<file path="src/rtl/gpio_pad_bank.sv">
`timescale 1ns/1ps
module gpio_pad_bank #(
  parameter int NPINS  = 6,
  parameter int NFUNCS = 5,
  parameter int MUX_W  = (NFUNCS > 1) ? $clog2(NFUNCS) : 1,
  parameter int ADDR_W = $clog2(2 * NPINS)
) (
  input  logic                     clk,
  input  logic                     rst_n,
  input  logic [ADDR_W-1:0]        addr,
  input  logic                     wr_en,
  input  logic [15:0]              wdata,
  output logic [15:0]              rdata,
  input  logic [NPINS-1:0]         pad_in,
  output logic [NPINS-1:0]         pad_out,
  output logic [NPINS-1:0]         pad_oe,
  output logic [NPINS-1:0]         pad_pu,
  output logic [NPINS-1:0]         pad_pd,
  output logic [NPINS-1:0]         pad_keep,
  output logic [3*NPINS-1:0]       pad_drv,
  output logic [MUX_W*NPINS-1:0]   pad_func
);

  localparam int PIN_W   = ADDR_W - 1;
  localparam int BIAS_LO = 4;
  localparam int DRV_LO  = 6;
  localparam int OE_BIT  = 9;
  localparam int OUT_BIT = 0;
  localparam int IN_BIT  = 1;

  localparam logic [1:0] BIAS_NONE = 2'd0;
  localparam logic [1:0] BIAS_DOWN = 2'd1;
  localparam logic [1:0] BIAS_KEEP = 2'd2;
  localparam logic [1:0] BIAS_UP   = 2'd3;

  logic [MUX_W-1:0] mux_q  [NPINS];
  logic [1:0]       bias_q [NPINS];
  logic [2:0]       drv_q  [NPINS];
  logic [NPINS-1:0] oe_q, out_q, in_meta, in_sync;

  logic [PIN_W-1:0] sel_pin;
  logic             sel_io, mapped, func_ok;

  assign sel_pin = addr[ADDR_W-1:1];
  assign sel_io  = addr[0];
  assign mapped  = {1'b0, addr} < (ADDR_W + 1)'(2 * NPINS);
  assign func_ok = {1'b0, wdata[MUX_W-1:0]} < (MUX_W + 1)'(NFUNCS);

  always_ff @(posedge clk or negedge rst_n) begin
    if (!rst_n) begin
      in_meta <= '0;
      in_sync <= '0;
    end else begin
      in_meta <= pad_in;
      in_sync <= in_meta;
    end
  end

  always_ff @(posedge clk or negedge rst_n) begin
    if (!rst_n) begin
      oe_q  <= '0;
      out_q <= '0;
      for (int i = 0; i < NPINS; i++) begin
        mux_q[i]  <= '0;
        bias_q[i] <= BIAS_NONE;
        drv_q[i]  <= '0;
      end
    end else if (wr_en && mapped) begin
      for (int i = 0; i < NPINS; i++) begin
        if (sel_pin == PIN_W'(i)) begin
          if (sel_io) begin
            out_q[i] <= wdata[OUT_BIT];
          end else begin
            oe_q[i]   <= wdata[OE_BIT];
            drv_q[i]  <= wdata[DRV_LO +: 3];
            bias_q[i] <= wdata[BIAS_LO +: 2];
            if (func_ok) mux_q[i] <= wdata[MUX_W-1:0];
          end
        end
      end
    end
  end

  always_comb begin
    rdata = '0;
    for (int i = 0; i < NPINS; i++) begin
      if (mapped && sel_pin == PIN_W'(i)) begin
        if (sel_io) begin
          rdata[OUT_BIT] = out_q[i];
          rdata[IN_BIT]  = in_sync[i];
        end else begin
          rdata[MUX_W-1:0]     = mux_q[i];
          rdata[BIAS_LO +: 2]  = bias_q[i];
          rdata[DRV_LO +: 3]   = drv_q[i];
          rdata[OE_BIT]        = oe_q[i];
        end
      end
    end
  end

  assign pad_out = out_q;
  assign pad_oe  = oe_q;

  for (genvar g = 0; g < NPINS; g++) begin : g_pin
    logic keeper, hold;
    assign keeper = (bias_q[g] == BIAS_KEEP);
    assign hold   = keeper && !oe_q[g];

    assign pad_keep[g]              = keeper;
    assign pad_pu[g]                = (bias_q[g] == BIAS_UP)   || (hold &&  in_sync[g]);
    assign pad_pd[g]                = (bias_q[g] == BIAS_DOWN) || (hold && !in_sync[g]);
    assign pad_drv[3*g +: 3]        = drv_q[g];
    assign pad_func[MUX_W*g +: MUX_W] = mux_q[g];

    AST_PULL_EXCLUSIVE: assert property (@(posedge clk) disable iff (!rst_n)
      !(pad_pu[g] && pad_pd[g]));
    AST_FUNC_IN_RANGE: assert property (@(posedge clk) disable iff (!rst_n)
      {1'b0, pad_func[MUX_W*g +: MUX_W]} < (MUX_W + 1)'(NFUNCS));
    AST_OE_HOLDS: assert property (@(posedge clk) disable iff (!rst_n)
      !(wr_en && addr == ADDR_W'(2 * g)) |=> $stable(pad_oe[g]));
    AST_DRV_HOLDS: assert property (@(posedge clk) disable iff (!rst_n)
      !(wr_en && addr == ADDR_W'(2 * g)) |=> $stable(pad_drv[3*g +: 3]));
    AST_OUT_HOLDS: assert property (@(posedge clk) disable iff (!rst_n)
      !(wr_en && addr == ADDR_W'(2 * g + 1)) |=> $stable(pad_out[g]));
    AST_KEEP_OFF_WHEN_DRIVEN: assert property (@(posedge clk) disable iff (!rst_n)
      (pad_keep[g] && pad_oe[g]) |-> !(pad_pu[g] || pad_pd[g]));
  end

  AST_RESET_CLEAN: assert property (@(posedge clk) disable iff (!rst_n)
    $rose(rst_n) |-> (pad_oe == '0 && pad_pu == '0 && pad_pd == '0 && pad_keep == '0));
  AST_UNMAPPED_ZERO: assert property (@(posedge clk) disable iff (!rst_n)
    ({1'b0, addr} >= (ADDR_W + 1)'(2 * NPINS)) |-> rdata == '0);

endmodule

</file>
<file path="config.mk">
export PLATFORM = sky130hd
export DESIGN_NAME = gpio_pad_bank
export DESIGN_NICKNAME = d
export VERILOG_FILES = /design/src/rtl/gpio_pad_bank.sv
export SDC_FILE = /design/constraint.sdc
export NUM_CORES = 1
export LEC_CHECK = 0
export ABC_AREA = 1
export BUFFER_PORTS_ARGS = -buffer_cell sky130_fd_sc_hd__buf_2
export CORE_ASPECT_RATIO = 0.6
export CORE_UTILIZATION = 54
export DETAILED_ROUTE_END_ITERATION = 6
export PLACE_DENSITY = 0.83
export SYNTH_ARGS = -nofsm -noshare
export SYNTH_HDL_FRONTEND = slang
export SYNTH_SLANG_ARGS = --single-unit
</file>
<file path="constraint.sdc">
create_clock -name clk -period 2.7 [get_ports clk]
set_clock_uncertainty 0.2 [all_clocks]
set_input_delay 0.54 -clock clk [delete_from_list [all_inputs] [get_ports clk]]
set_output_delay 0.54 -clock clk [all_outputs]
set_load 0.03 [all_outputs]
</file>
# [Word level (Yosys, flattened, before mapping)]
# Index checks and enable logic that the tools add are counted.
[totals] register_bits=72 elab_cells=156
[classes] n_bitwise=1 eq_ne=23 n_reduce_logical=68 mux=30 magnitude_cmp=2
[op_table] operator="$mux W6" count=12
[op_table] operator="$reduce_and A3 Y1" count=12
[op_table] operator="$logic_and A1 B1 Y1" count=25
[op_table] operator="$eq A2 B2 Y1 const B" count=12
[op_table] operator="$reduce_and A4 Y1" count=6
[op_table] operator="$mux W3" count=6
[op_table] operator="$eq A2 B1 Y1 const B" count=6
[op_table] operator="$logic_not A1 Y1" count=12
[op_table] operator="$logic_or A1 B1 Y1" count=12
[op_table] operator="$mux W2" count=6
[op_table] operator="$eq A3 B2 Y1 const B" count=2
[op_table] operator="$eq A3 B3 Y1 const B" count=2
[op_table] operator="$mux W1" count=6
[op_table] operator="$lt A4 B4 Y1 const B" count=1
[op_table] operator="$eq A3 B1 Y1 const B" count=1
[op_table] operator="$logic_not A3 Y1" count=1
[op_table] operator="$lt A3 B3 Y1 const B" count=1
[op_table] operator="$not A1 Y1" count=1

# [Depth between registers and ports, before layout]
# Gate-level depths: netlist of run 1.
[logic_depth] depth_word=13 mapped_depth=8 depth_no_buf=8

# [Least setup slack after synthesis of run 1]
# No wires, ideal clock.
[synth_timing] kind="input-to-output" startpoint="in addr[3]" endpoint="out rdata[2]" t_arrival_ns=1.501 n_path_buf=1 slack_ns=0.459 stages=6 cell_sequence="inv_2 buf_6 nand3_4 nor2_1 nand2_1 nand4_1"
[synth_via] elab_chain_cells=13 elab_cells_between_ends=24 classes_between="order compare: 1; eq/ne: 5; mux: 11; reduce/logical: 7"
[synth_rtl] item="from (decl)" line="10" rtl="input logic [ADDR_W-1:0] addr,"
[synth_rtl] item="$lt A4 B4 Y1 / $logic_not A3 Y1 (equally long branches)" line="46, 87"
[synth_rtl] item="$logic_and A1 B1 Y1" line="87" rtl="if (mapped && sel_pin == PIN_W'(i)) begin"
[synth_rtl] item="$mux W3" line="87"
[synth_rtl] item="$mux W1" line="88" rtl="if (sel_io) begin"
[synth_rtl] item="$mux W3" line="87"
[synth_rtl] item="$mux W1" line="88"
[synth_rtl] item="$mux W3" line="87"
[synth_rtl] item="$mux W1" line="88"
[synth_rtl] item="$mux W3" line="87"
[synth_rtl] item="$mux W1" line="88"
[synth_rtl] item="$mux W3" line="87"
[synth_rtl] item="$mux W1" line="88"
[synth_rtl] item="$mux W3 *" line="87"
[synth_rtl] item="to (decl)" line="13" rtl="output logic [15:0] rdata,"
# Mark *: on every way between the ends. The rest lies on a longest branch, timed or not.

# [Worst setup path after layout of run 1]
[layout_timing] startpoint="in addr[3]" endpoint="out rdata[5]"
[layout_via] elab_chain_cells=13 elab_cells_between_ends=24 classes_between="order compare: 1; eq/ne: 5; mux: 11; reduce/logical: 7"
[layout_rtl] item="$lt A4 B4 Y1 / $logic_not A3 Y1 (equally long branches)" line="46, 87"
[layout_rtl] item="$logic_and A1 B1 Y1" line="87"
[layout_rtl] item="$mux W6" line="87"
[layout_rtl] item="$mux W6" line="88"
[layout_rtl] item="$mux W6" line="87"
[layout_rtl] item="$mux W6" line="88"
[layout_rtl] item="$mux W6" line="87"
[layout_rtl] item="$mux W6" line="88"
[layout_rtl] item="$mux W6" line="87"
[layout_rtl] item="$mux W6" line="88"
[layout_rtl] item="$mux W6" line="87"
[layout_rtl] item="$mux W6" line="88"
[layout_rtl] item="$mux W6 *" line="87"
# Marked as above.

==> run metrics, run 1 <==
DRT iter0 DRCs 297; via count 3469; initial antenna violation count 0; final wirelength 9.69 mm; max incr delay on CP approximately 0.28 ns; layout cells sized above 1 0.271; PortBufs 96; M1 GR Usage 0.415; Cell Area, Synth 3660 µm²; Worst slew margin 0.565; Fin Setup TNS 0 ns; top-level port count approximately 110; DIE HEIGHT 65.8 µm; Post-Synthesis Cells 460; commonest non-fill, non-tap cell in the layout nand2_1; clock root cell clkbuf_16; crit path kind input port to primary output; M2 GR Usage 0.443; PwrDens 881 nW/µm²; H-tree Lvls 3; Final Cycle Share 0.943; clk buf depth 2; worst-path cell chain buf_2 -> inv_2 -> nor2_8 -> inv_2 -> nor2_2 -> nand2_1 -> nand4_1 -> buf_2; switching pwr 1.58 mW; total global-route track usage 0.300; first-pass GRT wire length 15.5 mm; Final nets 585; Vias/cell about 5.4; wire per inst 15.1 µm; logic gate share of total power 0.331; Yosys reg bits 72; remaining antenna violation count after routing 0; Die Area 7120 µm²; cell row count 22; TritonCTS clock tree done; Slew @ Worst Pin 0.653 ns; area of placed instances 4190 µm²; final cell count without fillers 644; Design Area, Final 4490 µm²; Slew Limit Fails 0; leakage power roughly 2.3 nW; commonest cells after routing, fill and taps aside 147 x nand2_1, 96 x buf_2, 72 x dfrtp_1; Core Region about 6300 µm²; # placed instances between 600 and 700; Most Used Layer, Global Route met2; CTS Sinks roughly 70; GR Util met3 0.0985; global route total overflow 0; Area Overhead vs Synth 22.7%; DP HPWL 7.04 mm; GP Congestion between 0.9 and 1; Critical Path Start Type input port; Peak VDD IR 0.685 mV; Final setup viols 0; RSZ-0062 raised after global routing no; RR Startpoint pad_out[4]; DRC violations left 0; Critical Path End Type primary output; run status complete, no violations; fin crit period 2.55 ns; Clock Latency Late Sink 0.34 ns; cell family with most CP delay simple AND/OR/NAND/NOR gates; Hold Fails Final Rpt 0; Fmax 0.393 GHz; Syn Area/Cell 7.96 µm²; power share of the sequential group 0.369; max_cap viols 0; Hold Path Class input port to async pin; sw frac 0.398; Int Pwr 2.38 mW; Arrival @ worst endpoint 1.81 ns; starting density of the core 0.578; Critical path origin addr[3]; clock-pin slew on the worst setup and hold paths 0.05 ns; Clk pwr share 0.300; Synth warnings 0; slowest CP cell nor2_2; Total Power roughly 4.0 mW; largest net degree at the start of global routing 45; CTS Buf Count 9; vias in the first global route 3132; critical path buffer and inverter count 4; Seq/Total Area, Yosys 0.492; CP max FO 11; antenna cells 0; Die W roughly 110 µm; Cell variety after synth 29; Hold WS 0.0278 ns; drt first pass iters 5; hold_buf cts 0; Worst EP required 1.96 ns
==> cell type report <==
class,count,area (µm²)
clock inverters,5,57.6
well taps,84,105
clock buffers,10,239
repair buffers,102,551
fillers,481,1840
inverters,42,158
multi-input cells,329,1580
flip-flops and latches,72,1800
==> synthesized netlist by cell type, drive strengths merged <==
library cell | count | area [µm²]
a21oi | 12 | 63.8
o21ai | 59 | 310
nand3 | 16 | 97.6
o22ai | 6 | 37.5
o211ai | 4 | 30.0
or2 | 2 | 12.5
inv | 42 | 158
buf | 19 | 136
dfrtp | 72 | 1800
nand4 | 9 | 56.3
conb | 1 | 3.75
clkbuf | 4 | 16.3
nor2 | 58 | 314
nand2 | 156 | 623
==> state kept, by name (all words and copies together) (netlist names) <==
| name | flops |
|---|---|
| bias_q | 12 |
| pad_oe | 6 |
| pad_drv | 18 |
| in_sync | 6 |
| in_meta | 6 |
| pad_func | 18 |
| pad_out | 6 |
==> metal layers <==
layer | routed length (µm) | vias up
met2 | 4270 | 165
met1 | 4340 | 1639
li1 | - | 1648
met3 | 946 | 17
met5 | 0 | -
met4 | 136 | 0
==> what timing repair did <==
action                     in CTS  in global routing
setup endpoints to repair       0                  5
setup buffers                   0                  0
gates resized for setup         0                  1
hold endpoints to repair        0                  0
==> cell families after synthesis <==
group / synth area share
other: 0.00102
DFF: 0.492
and+or+nand+nor: 0.301
AOI/OAI and AO/OA: 0.121
buffers and inverters: 0.0848
==> worst reg2reg max path: cells and delay by family (launching register included) <==
family / cells / cell delay, ns
AOI/OAI and AO/OA: 1 / 0.26
buffers and inverters: 1 / 0.06
DFF: 1 / 0.34
==> path summary, 6_finish.rpt <==
kind / end / cells after the start / slack, ns
setup / recovery: rdata[5] / 8 / 0.15
hold / removal: pad_func[1] / 1 / 0.03
setup reg to reg: pad_out[4] / 2 / 1.73
hold reg to reg: in_sync[5] / 0 / 0.15
max in group asynchronous: pad_out[3] / 2 / 1.61
min in group clk: in_meta[2] / 1 / 0.10
==> stage by stage <==
step / util / setup WS (ns)
after detailed placement: 0.661 / 0.103
after global placement: 0.661 / 0.127
after floorplan: - / 0.459
final: 0.709 / 0.154
after CTS: 0.708 / 0.0811
after global routing: 0.709 / 0.0659
==> power groups by stage <==
stage                     clock, mW  combinational [mW]  sequential (mW)
after floorplan                   0               0.621             1.77
after global placement            0                1.28             1.47
after detailed placement          0                1.31             1.47
after CTS                      1.19                1.31             1.46
after global routing           1.25                1.42             1.48
final                          1.19                1.31             1.46
Power figures use the tool's default switching activity.
==> run 2: changes to the inputs <==
--- a/config.mk
+++ b/config.mk
@@ -8,9 +8,11 @@
 export ABC_AREA = 1
 export BUFFER_PORTS_ARGS = -buffer_cell sky130_fd_sc_hd__buf_2
 export CORE_ASPECT_RATIO = 0.6
-export CORE_UTILIZATION = 54
+export CORE_UTILIZATION = 50
+export CTS_CLUSTER_SIZE = 20
 export DETAILED_ROUTE_END_ITERATION = 6
-export PLACE_DENSITY = 0.83
+export MAX_ROUTING_LAYER = met4
+export PLACE_DENSITY = 0.78
 export SYNTH_ARGS = -nofsm -noshare
 export SYNTH_HDL_FRONTEND = slang
 export SYNTH_SLANG_ARGS = --single-unit
==> run metrics, run 2 (synthesized netlist as in run 1, its figures left out) <==
PwrDens 879 nW/µm² (-0.23%); GP Congestion 0.859 (-6.4%); CP max FO 19 (+8); global route total overflow 0 (unchanged); Worst EP required 1.96 ns (about the same); vias in the first global route 3067 (-2.1%); starting density of the core 0.532 (-0.0460); DIE HEIGHT 68.3 µm (+3.8%); Worst Slack Setup Final 0.171 ns (+0.0172 ns); clock root cell clkbuf_16; Die Area 7680 µm² (+7.8%); Multi-input gate area 1570 µm² (-0.47%); Setup WS pre-CTS 0.213 ns (+0.109 ns); drt first pass iters 6 (+1); PortBufs 96 (unchanged); clk buf depth 2 (unchanged); CTS Buf Count 9 (unchanged); # placed instances 634 (+0.79%); total global-route track usage 0.283 (-0.0173); max_cap viols 0 (unchanged); largest net degree at the start of global routing 73 (+62%); top-level port count 111 (unchanged); Hold Path Class input port to async pin; filler cell count 618 (+28%); area of placed instances 4190 µm² (+0.15%); first-pass GRT wire length 15.4 mm (-0.84%); cell row count 23 (+4.5%); CTS Sinks 72 (unchanged); setup slack, reg-to-reg 1.77 ns (+0.04 ns); wire per inst 15.3 µm (+1.7%); Worst slew margin 0.640 (+0.0749); antenna cells 0 (unchanged); Slew Limit Fails 0 (unchanged); crit path kind input port to primary output; Clock Latency Late Sink 0.33 ns (about the same); Area Overhead vs Synth 22.4%; fin crit period 2.53 ns (-0.0172 ns); Slew @ Worst Pin 0.540 ns (-0.112 ns); DP HPWL 7.27 mm (+3.2%); Core Region 6880 µm² (+8.6%); Register Area 1800 µm² (unchanged); # Post-CTS Setup Buffers 0 (unchanged); commonest non-fill, non-tap cell in the layout nand2_1; Fmax 0.395 GHz (+0.68%); TritonCTS clock tree done; Final nets 587 (+0.34%); via count 3390 (-2.3%); final wirelength 9.94 mm (+2.5%); leakage power 2.35 nW (about the same); Peak VDD IR 0.563 mV (-18%); hold_buf cts 0 (unchanged); clock-pin slew on the worst setup and hold paths 0.05 ns (about the same); H-tree Lvls 3 (unchanged); final cell count without fillers 649 (+0.78%); RR Startpoint bias_q[0]; DRT iter0 DRCs 287 (-3.4%); Die W 112 µm (+3.9%); Fin Setup TNS 0 ns (unchanged); Final setup viols 0 (unchanged); initial antenna violation count 0 (unchanged); Design Area, Final 4480 µm² (-0.22%); run status complete, no violations; commonest cells after routing, fill and taps aside 147 x nand2_1, 96 x buf_2, 72 x dfrtp_1; Final Cycle Share 0.937 (-0.00636); RSZ-0062 raised after global routing no; remaining antenna violation count after routing 0 (unchanged); layout cells sized above 1 0.272 (+0.000813); DRC violations left 0 (unchanged); Vias/cell 5.22 (-3.0%); Hold Fails Final Rpt 0 (unchanged); Critical Path Start Type input port; Critical path origin addr[0]; Arrival @ worst endpoint 1.79 ns (-0.02 ns); Critical Path End Type primary output; PostCTS Resize Cnt 0 (unchanged)
run 2: cell count changes in the layout (fill, tap and decap cells not counted), sizes merged:
cell	before	now
buf	102	104
clkbuf	10	11
clkinv	4	3
run 2: cell type report:
type	count	share of cell area
Sequential cell	72	0.402
Clock inverter	4	0.0101
Clock buffer	11	0.0542
Multi-Input combinational cell	329	0.351
Inverter	42	0.0352
Tap cell	87	0.0243
Timing Repair Buffer	104	0.123
run 2: where the power goes:
| part | total [mW] | internal (mW) | leakage, nW | switching [mW] |
|---|---|---|---|---|
| combinational | 1.31 | 0.349 | 1.32 | 0.966 |
| sequential | 1.46 | 1.30 | 0.880 | 0.166 |
| clock | 1.16 | 0.730 | 0.145 | 0.431 |
run 2: metrics by stage:
stage               power, mW  hold slack (ns)  utilization
CTS                      3.96           0.0554        0.651
detailed placement       2.79            0.136        0.610
finish                   3.94           0.0226        0.651
floorplan                2.39           0.0444            -
global route             4.14           0.0638        0.651
global placement         2.75            0.132        0.610
run 2: final timing paths:
kind / end / depth (start not counted)
worst max-delay path: rdata[4] / 8
min in group clk: in_meta[2] / 1
worst max register to register: bias_q[0] / 2
worst min-delay path: pad_func[5] / 2
max in group asynchronous: pad_out[2] / 2
worst min register to register: in_sync[4] / 0
run 2: worst max-delay path, cell delays in order:
cell and delay [ns]:
buf_2 0.18, buf_4 0.27, nor2_1 0.09, nand2_1 0.08, nand2_1 0.07, nor2_1 0.19
nand4_1 0.15, buf_2 0.21
run 2: layer usage:
layer  global-route usage  wire length [µm]
met1                0.365              4530
met2                0.428              4350
met3               0.0930               952
met4               0.0833               100
met5                    -                 0
==> run 3: changes to the inputs <==
--- a/config.mk
+++ b/config.mk
@@ -8,11 +8,11 @@
 export ABC_AREA = 1
 export BUFFER_PORTS_ARGS = -buffer_cell sky130_fd_sc_hd__buf_2
 export CORE_ASPECT_RATIO = 0.6
-export CORE_UTILIZATION = 50
+export CORE_UTILIZATION = 47
 export CTS_CLUSTER_SIZE = 20
 export DETAILED_ROUTE_END_ITERATION = 6
 export MAX_ROUTING_LAYER = met4
-export PLACE_DENSITY = 0.78
+export PLACE_DENSITY = 0.77
 export SYNTH_ARGS = -nofsm -noshare
 export SYNTH_HDL_FRONTEND = slang
 export SYNTH_SLANG_ARGS = --single-unit
==> constraint.sdc (replaced) <==
create_clock -name clk -period 2.3 [get_ports clk]
set_clock_uncertainty 0.2 [all_clocks]
set_input_delay 0.46 -clock clk [delete_from_list [all_inputs] [get_ports clk]]
set_output_delay 0.46 -clock clk [all_outputs]
set_load 0.03 [all_outputs]
==> run metrics, run 3 (synthesized netlist as in run 1, its figures left out) <==
DRT iter0 DRCs 283 (-1.4%); DRC violations left 0 (unchanged); largest net degree at the start of global routing 73 (unchanged); Critical path origin addr[1]; TritonCTS clock tree done; Die W 116 µm (+3.1%); Worst slew margin 0.636 (-0.00378); Slew Limit Fails 0 (unchanged); max incr delay on CP 0.28 ns (about the same); Hold Fails Final Rpt 0 (unchanged); sw frac 0.395 (-0.00121); total global-route track usage 0.269 (-0.0137); Hold Path Class input port to flop; commonest cells after routing, fill and taps aside 147 x nand2_1, 93 x buf_2, 72 x dfrtp_1; PortBufs 96 (unchanged); Int Pwr 2.81 mW (+18%); Fmax 0.445 GHz; CTS Buf Count 9 (unchanged); Most Frequent Cell on Critical Path buf_2; RR Startpoint pad_oe[4]; Fin Setup TNS 0 ns (unchanged); CTS Sinks 72 (unchanged); first-pass GRT wire length 15.8 mm (+2.8%); PwrDens 1000 nW/µm² (+14%); global route total overflow 0 (unchanged); critical path buffer and inverter count 3 (unchanged); power share of the sequential group 0.371 (about the same); clk buf depth 2 (unchanged); Worst EP required 1.64 ns (-0.32 ns); GP Congestion 0.842 (-1.9%); antenna cells 0 (unchanged); Slew @ Worst Pin 0.546 ns (+0.00567 ns); Peak VDD IR 0.476 mV (-15%); setup slack, reg-to-reg 1.29 ns (-0.48 ns); clock-pin slew on the worst setup and hold paths 0.05 ns (about the same); switching pwr 1.84 mW (+18%); CP max FO 5 (-14); max_cap viols 0 (unchanged); logic gate share of total power 0.335 (about the same); Area Overhead vs Synth 26.6%; Setup WS pre-CTS 0.0325 ns (-0.180 ns); Final setup viols 0 (unchanged); Critical Path Start Type input port; worst-path cell chain buf_2 -> inv_1 -> nand2_2 -> nor2_2 -> nand3_1 -> nand4_1 -> buf_2; H-tree Lvls 3 (unchanged); run status complete, no violations; starting density of the core 0.496 (-0.0367); final wirelength 10.0 mm (+0.59%); Hold WS 0.0236 ns (+0.00103 ns); top-level port count 111 (unchanged); Critical Path End Type primary output; crit path kind input port to primary output; slowest CP cell nor2_2; Worst Slack Setup Final 0.0551 ns (-0.116 ns); DP HPWL 7.25 mm (-0.30%); leakage power 2.40 nW (+2.1%); final cell count without fillers 676 (+4.2%); Clock Latency Late Sink 0.34 ns (about the same); commonest non-fill, non-tap cell in the layout nand2_1; DIE HEIGHT 70.4 µm (+3.1%); filler cell count 675 (+9.2%); via count 3468 (+2.3%); Final Cycle Share 0.976; # placed instances 656 (+3.5%); initial antenna violation count 0 (unchanged); Vias/cell 5.13 (-1.8%); layout cells sized above 1 0.283 (+0.0110); Die Area 8160 µm² (+6.2%); drt first pass iters 5 (-1); cell family with most CP delay simple AND/OR/NAND/NOR gates; cell row count 24 (+4.3%); fin crit period 2.24 ns; Core Region 7390 µm² (+7.4%); min-delay src pad_in[5]; clock root cell clkbuf_16; vias in the first global route 3167 (+3.3%); Final nets 597 (+1.7%); wire per inst 14.8 µm (-3.4%); Arrival @ worst endpoint 1.58 ns (-0.21 ns); Clk pwr share 0.295 (about the same); remaining antenna violation count after routing 0 (unchanged)
[run 3: per-stage QoR]
stage	util	instance area, µm²	total power [mW]
floorplan	-	3680	2.80
global placement	0.579	4280	3.24
detailed placement	0.579	4280	3.28
CTS	0.619	4580	4.66
global route	0.628	4640	4.88
finish	0.628	4640	4.65
[run 3: final cells by class]
type / count / area, µm² / area share
multi-input cells: 331 / 1600 / 0.345
clock inverters: 3 / 42.5 / 0.00918
repair buffers: 112 / 656 / 0.141
clock buffers: 12 / 246 / 0.0532
well taps: 104 / 130 / 0.0281
flip-flops and latches: 72 / 1800 / 0.389
inverters: 42 / 160 / 0.0345
[run 3: what timing repair did]
item	CTS	global route
hold endpoints to repair	72	0
hold buffers	1	0
resized for setup	0	10
setup endpoints to repair	0	5
buffers inserted	0	2
[run 3: worst paths after layout]
path,end,cells past startpoint
max reg2reg,pad_oe[4],2
max in group asynchronous,bias_q[6],3
min reg2reg,in_sync[2],0
min,in_meta[5],1
max,rdata[5],7
min in group asynchronous,pad_func[0],3
[run 3: power groups by stage]
stage	Sequential, mW	Clock (mW)	Combinational [mW]
CTS	1.72	1.39	1.55
detailed placement	1.74	0	1.54
finish	1.72	1.37	1.56
global placement	1.73	0	1.52
floorplan	2.08	0	0.729
global route	1.75	1.44	1.69
[run 3: per-layer routing]
metal | part of all wire | global-route usage
met2 | 0.42 | 0.366
met5 | 0 | -
met4 | 0.010 | 0.0670
met3 | 0.078 | 0.0764
met1 | 0.49 | 0.391
